## src/rtl/tmr16_pkg.sv

```systemverilog
package tmr16_pkg;

    // Mode codes held in control bits [5:4]
    typedef enum logic [1:0] {
        MODE_INTERVAL = 2'd0,
        MODE_CAPTURE  = 2'd1,
        MODE_PWM      = 2'd2,
        MODE_ALT      = 2'd3
    } tmr_mode_e;

    // Control path of the counter
    typedef enum logic [1:0] {
        ST_HALT = 2'd0,
        ST_RUN  = 2'd1,
        ST_ZERO = 2'd2
    } tmr_state_e;

    localparam int PRE_W     = 11;
    localparam int NUM_TAPS  = 8;
    localparam logic [3:0] SEL_SEC  = 4'd8;
    localparam logic [3:0] SEL_EXT  = 4'd9;
    localparam logic [3:0] SEL_STOP = 4'd10;

    localparam logic [2:0] ADDR_CTRL   = 3'd0;
    localparam logic [2:0] ADDR_IRQ    = 3'd1;
    localparam logic [2:0] ADDR_REF_HI = 3'd2;
    localparam logic [2:0] ADDR_REF_LO = 3'd3;
    localparam logic [2:0] ADDR_CNT_HI = 3'd4;
    localparam logic [2:0] ADDR_CNT_LO = 3'd5;

    // Number of low divider bits that must be all ones for tap i
    // (tap 0 = /2048 ... tap 7 = /2)
    function automatic int tap_bits(input int i);
        if (i < 3) return 11 - 2 * i;
        return 8 - i;
    endfunction

endpackage

```

## src/rtl/tmr16_sync.sv

```systemverilog
module tmr16_sync (
    input  logic clk,
    input  logic rst_n,
    input  logic din,
    input  logic want_fall,
    output logic evt
);
    logic s1_q, s2_q, s3_q;

    always_ff @(posedge clk or negedge rst_n) begin
        if (!rst_n) begin
            s1_q <= 1'b0;
            s2_q <= 1'b0;
            s3_q <= 1'b0;
        end else begin
            s1_q <= din;
            s2_q <= s1_q;
            s3_q <= s2_q;
        end
    end

    always_comb begin
        if (want_fall) evt = !s2_q && s3_q;
        else           evt = s2_q && !s3_q;
    end
endmodule

```

## src/rtl/tmr16_tick.sv

```systemverilog
module tmr16_tick
    import tmr16_pkg::*;
(
    input  logic       clk,
    input  logic       rst_n,
    input  logic [3:0] sel,
    input  logic       sec_clk,
    input  logic       ext_clk,
    output logic       tick
);
    logic [PRE_W-1:0]    presc_q;
    logic [NUM_TAPS-1:0] tap;
    logic                sec_evt;
    logic                ext_evt;

    always_ff @(posedge clk or negedge rst_n) begin
        if (!rst_n) presc_q <= '0;
        else        presc_q <= presc_q + 1'b1;
    end

    for (genvar g = 0; g < NUM_TAPS; g++) begin : g_tap
        localparam int LB = tap_bits(g);
        assign tap[g] = &presc_q[LB-1:0];
    end

    tmr16_sync sec_sync_i (
        .clk       (clk),
        .rst_n     (rst_n),
        .din       (sec_clk),
        .want_fall (1'b0),
        .evt       (sec_evt)
    );

    tmr16_sync ext_sync_i (
        .clk       (clk),
        .rst_n     (rst_n),
        .din       (ext_clk),
        .want_fall (1'b0),
        .evt       (ext_evt)
    );

    always_comb begin
        if (sel < 4'd8)          tick = tap[sel[2:0]];
        else if (sel == SEL_SEC) tick = sec_evt;
        else if (sel == SEL_EXT) tick = ext_evt;
        else                     tick = 1'b0;
    end
endmodule

```

## src/rtl/tmr16_core.sv

```systemverilog
module tmr16_core
    import tmr16_pkg::*;
#(
    parameter int CNT_W = 16
) (
    input  logic             clk,
    input  logic             rst_n,
    input  logic             tick,
    input  logic             stop_sel,
    input  tmr_mode_e        mode,
    input  logic             clear_req,
    input  logic             cap_evt,
    input  logic             ref_wr_hi,
    input  logic             ref_wr_lo,
    input  logic [7:0]       wdata,
    output logic [CNT_W-1:0] cnt_q,
    output logic [CNT_W-1:0] cmp_q,
    output logic [CNT_W-1:0] buf_q,
    output logic             tmr_out,
    output logic             ovf_evt,
    output logic             match_evt
);
    localparam int HI_W = CNT_W - 8;
    localparam logic [CNT_W-1:0] CNT_MAX = '1;

    tmr_state_e       state_q, state_d;
    logic [CNT_W-1:0] cnt_d, cmp_d, buf_d;
    logic             tog_q, tog_d;

    // State register
    always_ff @(posedge clk or negedge rst_n) begin
        if (!rst_n) state_q <= ST_HALT;
        else        state_q <= state_d;
    end

    // Next state
    always_comb begin
        state_d = state_q;
        unique case (state_q)
            ST_HALT: if (!stop_sel) state_d = ST_RUN;       // HALT_TO_RUN
            ST_RUN:  if (stop_sel)  state_d = ST_HALT;      // RUN_TO_HALT
            ST_ZERO: if (tick) state_d = stop_sel ? ST_HALT : ST_RUN; // ZERO_DONE
            default: state_d = ST_HALT;
        endcase
        if (clear_req) state_d = ST_ZERO;                   // ANY_TO_ZERO
    end

    // Datapath outputs per state
    always_comb begin
        cnt_d     = cnt_q;
        tog_d     = tog_q;
        ovf_evt   = 1'b0;
        match_evt = 1'b0;
        cmp_d     = (mode == MODE_PWM) ? cmp_q : buf_q;
        unique case (state_q)
            ST_ZERO: begin
                if (tick) cnt_d = '0;
            end
            ST_HALT, ST_RUN: begin
                if (tick) begin
                    unique case (mode)
                        MODE_PWM: begin
                            cnt_d = cnt_q + 1'b1;
                            if (cnt_q == CNT_MAX) begin
                                ovf_evt = 1'b1;
                                cmp_d   = buf_q;
                            end
                            if (cnt_q == cmp_q) match_evt = 1'b1;
                        end
                        MODE_CAPTURE: begin
                            cnt_d = cnt_q + 1'b1;
                            if (cnt_q == CNT_MAX) ovf_evt = 1'b1;
                        end
                        MODE_INTERVAL, MODE_ALT: begin
                            if (cnt_q == cmp_q) begin
                                cnt_d     = '0;
                                tog_d     = !tog_q;
                                match_evt = 1'b1;
                            end else begin
                                cnt_d = cnt_q + 1'b1;
                                if (cnt_q == CNT_MAX) ovf_evt = 1'b1;
                            end
                        end
                        default: cnt_d = cnt_q;
                    endcase
                end
            end
            default: cnt_d = cnt_q;
        endcase
        if (cap_evt) match_evt = 1'b1;
    end

    // Reference buffer: capture beats a bus write
    always_comb begin
        buf_d = buf_q;
        if (cap_evt) begin
            buf_d = cnt_q;
        end else begin
            if (ref_wr_hi) buf_d[CNT_W-1:8] = wdata[HI_W-1:0];
            if (ref_wr_lo) buf_d[7:0]       = wdata;
        end
    end

    always_ff @(posedge clk or negedge rst_n) begin
        if (!rst_n) begin
            cnt_q <= '0;
            cmp_q <= '1;
            buf_q <= '1;
            tog_q <= 1'b0;
        end else begin
            cnt_q <= cnt_d;
            cmp_q <= cmp_d;
            buf_q <= buf_d;
            tog_q <= tog_d;
        end
    end

    always_comb begin
        unique case (mode)
            MODE_PWM:     tmr_out = (cnt_q < cmp_q);
            MODE_CAPTURE: tmr_out = 1'b0;
            default:      tmr_out = tog_q;
        endcase
    end
endmodule

```

## src/rtl/tmr16_multi.sv

```systemverilog
module tmr16_multi
    import tmr16_pkg::*;
#(
    parameter int CNT_W = 16
) (
    input  logic       clk,
    input  logic       rst_n,
    input  logic [2:0] bus_addr,
    input  logic [7:0] bus_wdata,
    input  logic       bus_we,
    output logic [7:0] bus_rdata,
    input  logic       sec_clk,
    input  logic       ext_clk,
    input  logic       cap_in,
    output logic       tmr_out,
    output logic       irq_ovf,
    output logic       irq_match
);
    logic [3:0]       sel_q;
    tmr_mode_e        mode_q;
    logic             edge_q;
    logic             ovf_flag, mat_flag, ovf_en, mat_en;
    logic             tick, cap_raw, cap_evt;
    logic             ovf_evt, match_evt;
    logic [CNT_W-1:0] cnt_q, cmp_q, buf_q;
    logic [15:0]      cnt_ext, buf_ext;
    logic             wr_ctrl, wr_irq, wr_hi, wr_lo;

    assign wr_ctrl = bus_we && (bus_addr == ADDR_CTRL);
    assign wr_irq  = bus_we && (bus_addr == ADDR_IRQ);
    assign wr_hi   = bus_we && (bus_addr == ADDR_REF_HI);
    assign wr_lo   = bus_we && (bus_addr == ADDR_REF_LO);

    always_ff @(posedge clk or negedge rst_n) begin
        if (!rst_n) begin
            sel_q  <= 4'hF;
            mode_q <= MODE_INTERVAL;
            edge_q <= 1'b0;
        end else if (wr_ctrl) begin
            sel_q  <= bus_wdata[3:0];
            mode_q <= tmr_mode_e'(bus_wdata[5:4]);
            edge_q <= bus_wdata[6];
        end
    end

    always_ff @(posedge clk or negedge rst_n) begin
        if (!rst_n) begin
            ovf_flag <= 1'b0;
            mat_flag <= 1'b0;
            ovf_en   <= 1'b0;
            mat_en   <= 1'b0;
        end else begin
            ovf_flag <= (ovf_flag && !(wr_irq && bus_wdata[0])) || ovf_evt;
            mat_flag <= (mat_flag && !(wr_irq && bus_wdata[1])) || match_evt;
            if (wr_irq) begin
                ovf_en <= bus_wdata[2];
                mat_en <= bus_wdata[3];
            end
        end
    end

    tmr16_tick tick_i (
        .clk     (clk),
        .rst_n   (rst_n),
        .sel     (sel_q),
        .sec_clk (sec_clk),
        .ext_clk (ext_clk),
        .tick    (tick)
    );

    tmr16_sync cap_sync_i (
        .clk       (clk),
        .rst_n     (rst_n),
        .din       (cap_in),
        .want_fall (edge_q),
        .evt       (cap_raw)
    );

    assign cap_evt = cap_raw && (mode_q == MODE_CAPTURE);

    tmr16_core #(.CNT_W(CNT_W)) core_i (
        .clk       (clk),
        .rst_n     (rst_n),
        .tick      (tick),
        .stop_sel  (sel_q >= SEL_STOP),
        .mode      (mode_q),
        .clear_req (wr_ctrl && bus_wdata[7]),
        .cap_evt   (cap_evt),
        .ref_wr_hi (wr_hi),
        .ref_wr_lo (wr_lo),
        .wdata     (bus_wdata),
        .cnt_q     (cnt_q),
        .cmp_q     (cmp_q),
        .buf_q     (buf_q),
        .tmr_out   (tmr_out),
        .ovf_evt   (ovf_evt),
        .match_evt (match_evt)
    );

    assign cnt_ext = 16'(cnt_q);
    assign buf_ext = 16'(buf_q);

    always_comb begin
        unique case (bus_addr)
            ADDR_CTRL:   bus_rdata = {1'b0, edge_q, mode_q, sel_q};
            ADDR_IRQ:    bus_rdata = {4'b0, mat_en, ovf_en, mat_flag, ovf_flag};
            ADDR_REF_HI: bus_rdata = buf_ext[15:8];
            ADDR_REF_LO: bus_rdata = buf_ext[7:0];
            ADDR_CNT_HI: bus_rdata = cnt_ext[15:8];
            ADDR_CNT_LO: bus_rdata = cnt_ext[7:0];
            default:     bus_rdata = 8'h00;
        endcase
    end

    assign irq_ovf   = ovf_flag && ovf_en;
    assign irq_match = mat_flag && mat_en;
endmodule

```

## config.mk

```make
export PLATFORM = sky130hd
export DESIGN_NAME = tmr16_multi
export DESIGN_NICKNAME = d
export VERILOG_FILES = /design/src/rtl/tmr16_pkg.sv /design/src/rtl/tmr16_sync.sv /design/src/rtl/tmr16_tick.sv /design/src/rtl/tmr16_core.sv /design/src/rtl/tmr16_multi.sv
export SDC_FILE = /design/constraint.sdc
export NUM_CORES = 1
export LEC_CHECK = 0
export BUFFER_PORTS_ARGS = -buffer_cell sky130_fd_sc_hd__buf_2
export CAP_MARGIN = 20
export CORE_MARGIN = 2
export CORE_UTILIZATION = 52
export DETAILED_ROUTE_END_ITERATION = 6
export PLACE_DENSITY = 0.77
export SYNTH_ARGS = -nofsm -noshare
export SYNTH_HDL_FRONTEND = slang
export SYNTH_SLANG_ARGS = --single-unit
```

## constraint.sdc

```tcl
create_clock -name clk -period 3.1 [get_ports clk]
set_input_delay 0.155 -clock clk [delete_from_list [all_inputs] [get_ports clk]]
set_output_delay 0.155 -clock clk [all_outputs]
set_load 0.1 [all_outputs]
```

==> out/metrics.cfg <==
[route]
via_per_inst = 6.02
wl_per_cell_um = 18.2
drc = 0
dr.pass1.iters = 5
drtIter0Drc = 199
vias = 3501
wl_mm = 10.6
drtAntennaViolNets = 0

[power]
combPwrFrac_pct = 33.7
switching_share_pct = 36.5
clockPowerShare_pct = 18.8
vdd_drop_max_mv = 0.246
leakage_nw = 2.31
p_per_area_nw_per_um2 = 739
seqPwrFrac_pct = 47.4
switchingPower_w = 0.00136
internal-power_w = 0.00237

[layout]
drive_gt1_share_pct = 26.6
final_cell_area_um2 = 5050
fillers = 721
area_growth_pct = 10.9
antenna-diode-count = 0
fin_nets = 509
multi_input_comb_area_um2 = 2260
seqCellArea_um2 = 2100

[sta]
setup_viol = 0
max_freq_ghz = 0.341
clock_skew_ns = 0.0104
slew_viol_final = 0
rsz0062_at_grt = false
min_period_ns = 2.93
hold_viol_final = 0
finalSetupTns_ns = 0
slew_headroom_pct = 54.4
min_period_over_period_pct = 94.6
tightest_slew_ns = 0.683

[clocking]
root_buffer = clkbuf_8
htree_levels = 3
post-cts-setup-buffer-count = 0
cts_buffer_depth = 2
clkTransAtPathRegs_ns = 0.09
clock_sinks = 82
cts_tree = built
cts_buffers = 9
clk-insertion-delay-late_ns = 0.35

[synth]
ys_seq_elements = 82
syn_area_per_cell_um2 = 10.5
synth_top_area_share_pct = 25.3
synth_flop_cell = dfrtp_1
async_reset_ff_share_pct = 100
ys_types = 56
synth_top_area_cell = dfrtp_1
yosys-top-cells-area = dfrtp_1 (25%), dfstp_2 (21%), ha_1 (6.3%), mux2i_1 (5.5%), nor2_1 (3.8%)
syn_inst = 433
synth-seq-area-share_pct = 46.1
synth.top_cells.by_count = dfrtp_1 (46), nor2_1 (46), dfstp_2 (36)
yosysWarnings = 0
syn-num-nets = 473
synth_edf_count = 0
synth_area_um2 = 4550

[die]
io_pins = 28
rows = 34
die_h_um = 97.5
die_x_um = 97.5
fp.coreArea_um2 = 8590
die_area_um2 = 9520
start_util_pct = 53.0

[global_routing]
grt_usage_pct = 23.6
grt_max_degree = 83
overflow = 0
grt_pass1_wl_mm = 17.7
antenna_found_initial = 0
grt_pass1_vias = 3459

[setup_path]
arrival_ns = 2.78
start_kind = flip-flop
rrSetupSlack_ns = 0.20
required_ns = 2.94
reg2reg_from = core_i.cmp_q[13]
criticalPathCategory = flip-flop to output pin
cp_max_fo = 2
endpoint_kind = output pin
cp-startpoint = core_i.cmp_q[1]

[run_status]
status = complete, no violations

[place]
place.gp.congestion = 0.915
io_buffers = 27
placed_area_um2 = 4810
hpwl_mm = 7.79

[run]
maxCapViolCount = 0

[worst_hold_path]
hp-start = bus_wdata[3]
hold_class = input pin to flip-flop

-- layout make-up --
| class | instances | area share, % |
|---|---|---|
| Sequential cell | 82 | 41.5 |
| Inverter | 24 | 1.78 |
| Clock inverter | 4 | 0.520 |
| Tap cell | 108 | 2.68 |
| Multi-Input combinational cell | 308 | 44.8 |
| Clock buffer | 12 | 2.87 |
| Timing Repair Buffer | 44 | 5.85 |
-- flip-flops by register name (all words and copies together) (netlist names), 2 cells and up --
signal	flops
core_i.buf_q	16
core_i.cmp_q	16
core_i.cnt_q	16
tick_i.presc_q	11
sel_q	4
core_i.state_q	2
mode_q	2
-- per-stage QoR --
| stage | total power (W) | setup slack (ns) | std cells | util, % | hold WS (ns) |
|---|---|---|---|---|---|
| final | 0.00373 | 0.168 | 582 | 58.8 | 0.0670 |
| after global routing | 0.00397 | 0.0155 | 582 | 58.8 | 0.0751 |
| after CTS | 0.00374 | 0.211 | 580 | 58.3 | 0.0128 |
| after detailed placement | 0.00303 | 0.267 | 561 | 56.0 | 0.265 |
| after global placement | 0.00297 | 0.316 | 561 | 56.0 | 0.263 |
| after floorplan | 0.00272 | 0.0867 | 433 | - | -0.141 |
-- power by group through the flow --
stage | clock network [W] | registers [W] | logic [W]
3_3_place_gp | 0 | 0.00177 | 0.00120
6_report | 0.000703 | 0.00177 | 0.00126
3_5_place_dp | 0 | 0.00179 | 0.00125
4_1_cts | 0.000715 | 0.00177 | 0.00126
5_1_grt | 0.000761 | 0.00182 | 0.00139
2_1_floorplan | 0 | 0.00169 | 0.00104
-- kinds of logic (layout without fill, tap and decap cells) --
| group | count (synthesis) | after routing | share of synthesized area, % |
|---|---|---|---|
| buffers and inverters | 43 | 84 | 4.26 |
| AO/OA/AOI/OAI | 104 | 104 | 15.7 |
| AND/OR/NAND/NOR | 123 | 123 | 13.3 |
| multiplexers | 51 | 51 | 13.0 |
| flip-flops | 82 | 82 | 46.1 |
| adder cells (fa/ha/maj) | 23 | 23 | 6.32 |
| XOR/XNOR | 7 | 7 | 1.35 |
-- worst paths after layout --
path                                          end  cells after the start
setup / recovery                          tmr_out                      9
hold / removal                           sel_q[3]                      3
setup reg to reg                 core_i.cnt_q[14]                      7
hold reg to reg            tick_i.ext_sync_i.s2_q                      0
max in group asynchronous         core_i.buf_q[2]                      3
min in group asynchronous         core_i.buf_q[4]                      2
-- cell usage in the layout, fill, tap and decap left out, drive strengths merged, types with 3 or more instances in the layout --
cell type	n
o21ai	27
inv	25
ha	23
mux2i	25
nand3	13
and2	7
a31oi	5
nand2	23
dfrtp	46
clkbuf	12
nand4	9
o22ai	3
a21o	4
o31ai	10
nor2b	8
o21a	4
a211oi	3
xor2	3
a22oi	6
xnor2	4
dfstp	36
dlygate4sd3	4
nor2	47
buf	40
and3	6
a21oi	27
mux2	25
-- timing repair --
item / CTS / global route
resized for setup: 0 / 0
endpoints found under the hold margin: 3 / 16
hold buffers: 3 / 1
-- routing by layer --
layer | share of wire [%] | routed length (um) | up-vias | track usage (%)
met5 | 0 | 0 | - | 0
met4 | 2.1 | 219 | 0 | 9.29
met3 | 7.0 | 738 | 21 | 5.18
met2 | 49 | 5150 | 122 | 37.0
met1 | 42 | 4500 | 1732 | 32.1
li1 | - | - | 1626 | -
-- worst max-delay path: stages, from the launching register on --
cell and delay, ns:
dfstp_2 0.54, inv_1 0.04, ha_1 0.29, nor2b_1 0.13, o21a_1 0.11, o21a_1 0.10
o211ai_1 0.07, a2111oi_0 0.62, o21ai_1 0.18, buf_2 0.33
Power figures use the tool's default switching activity.
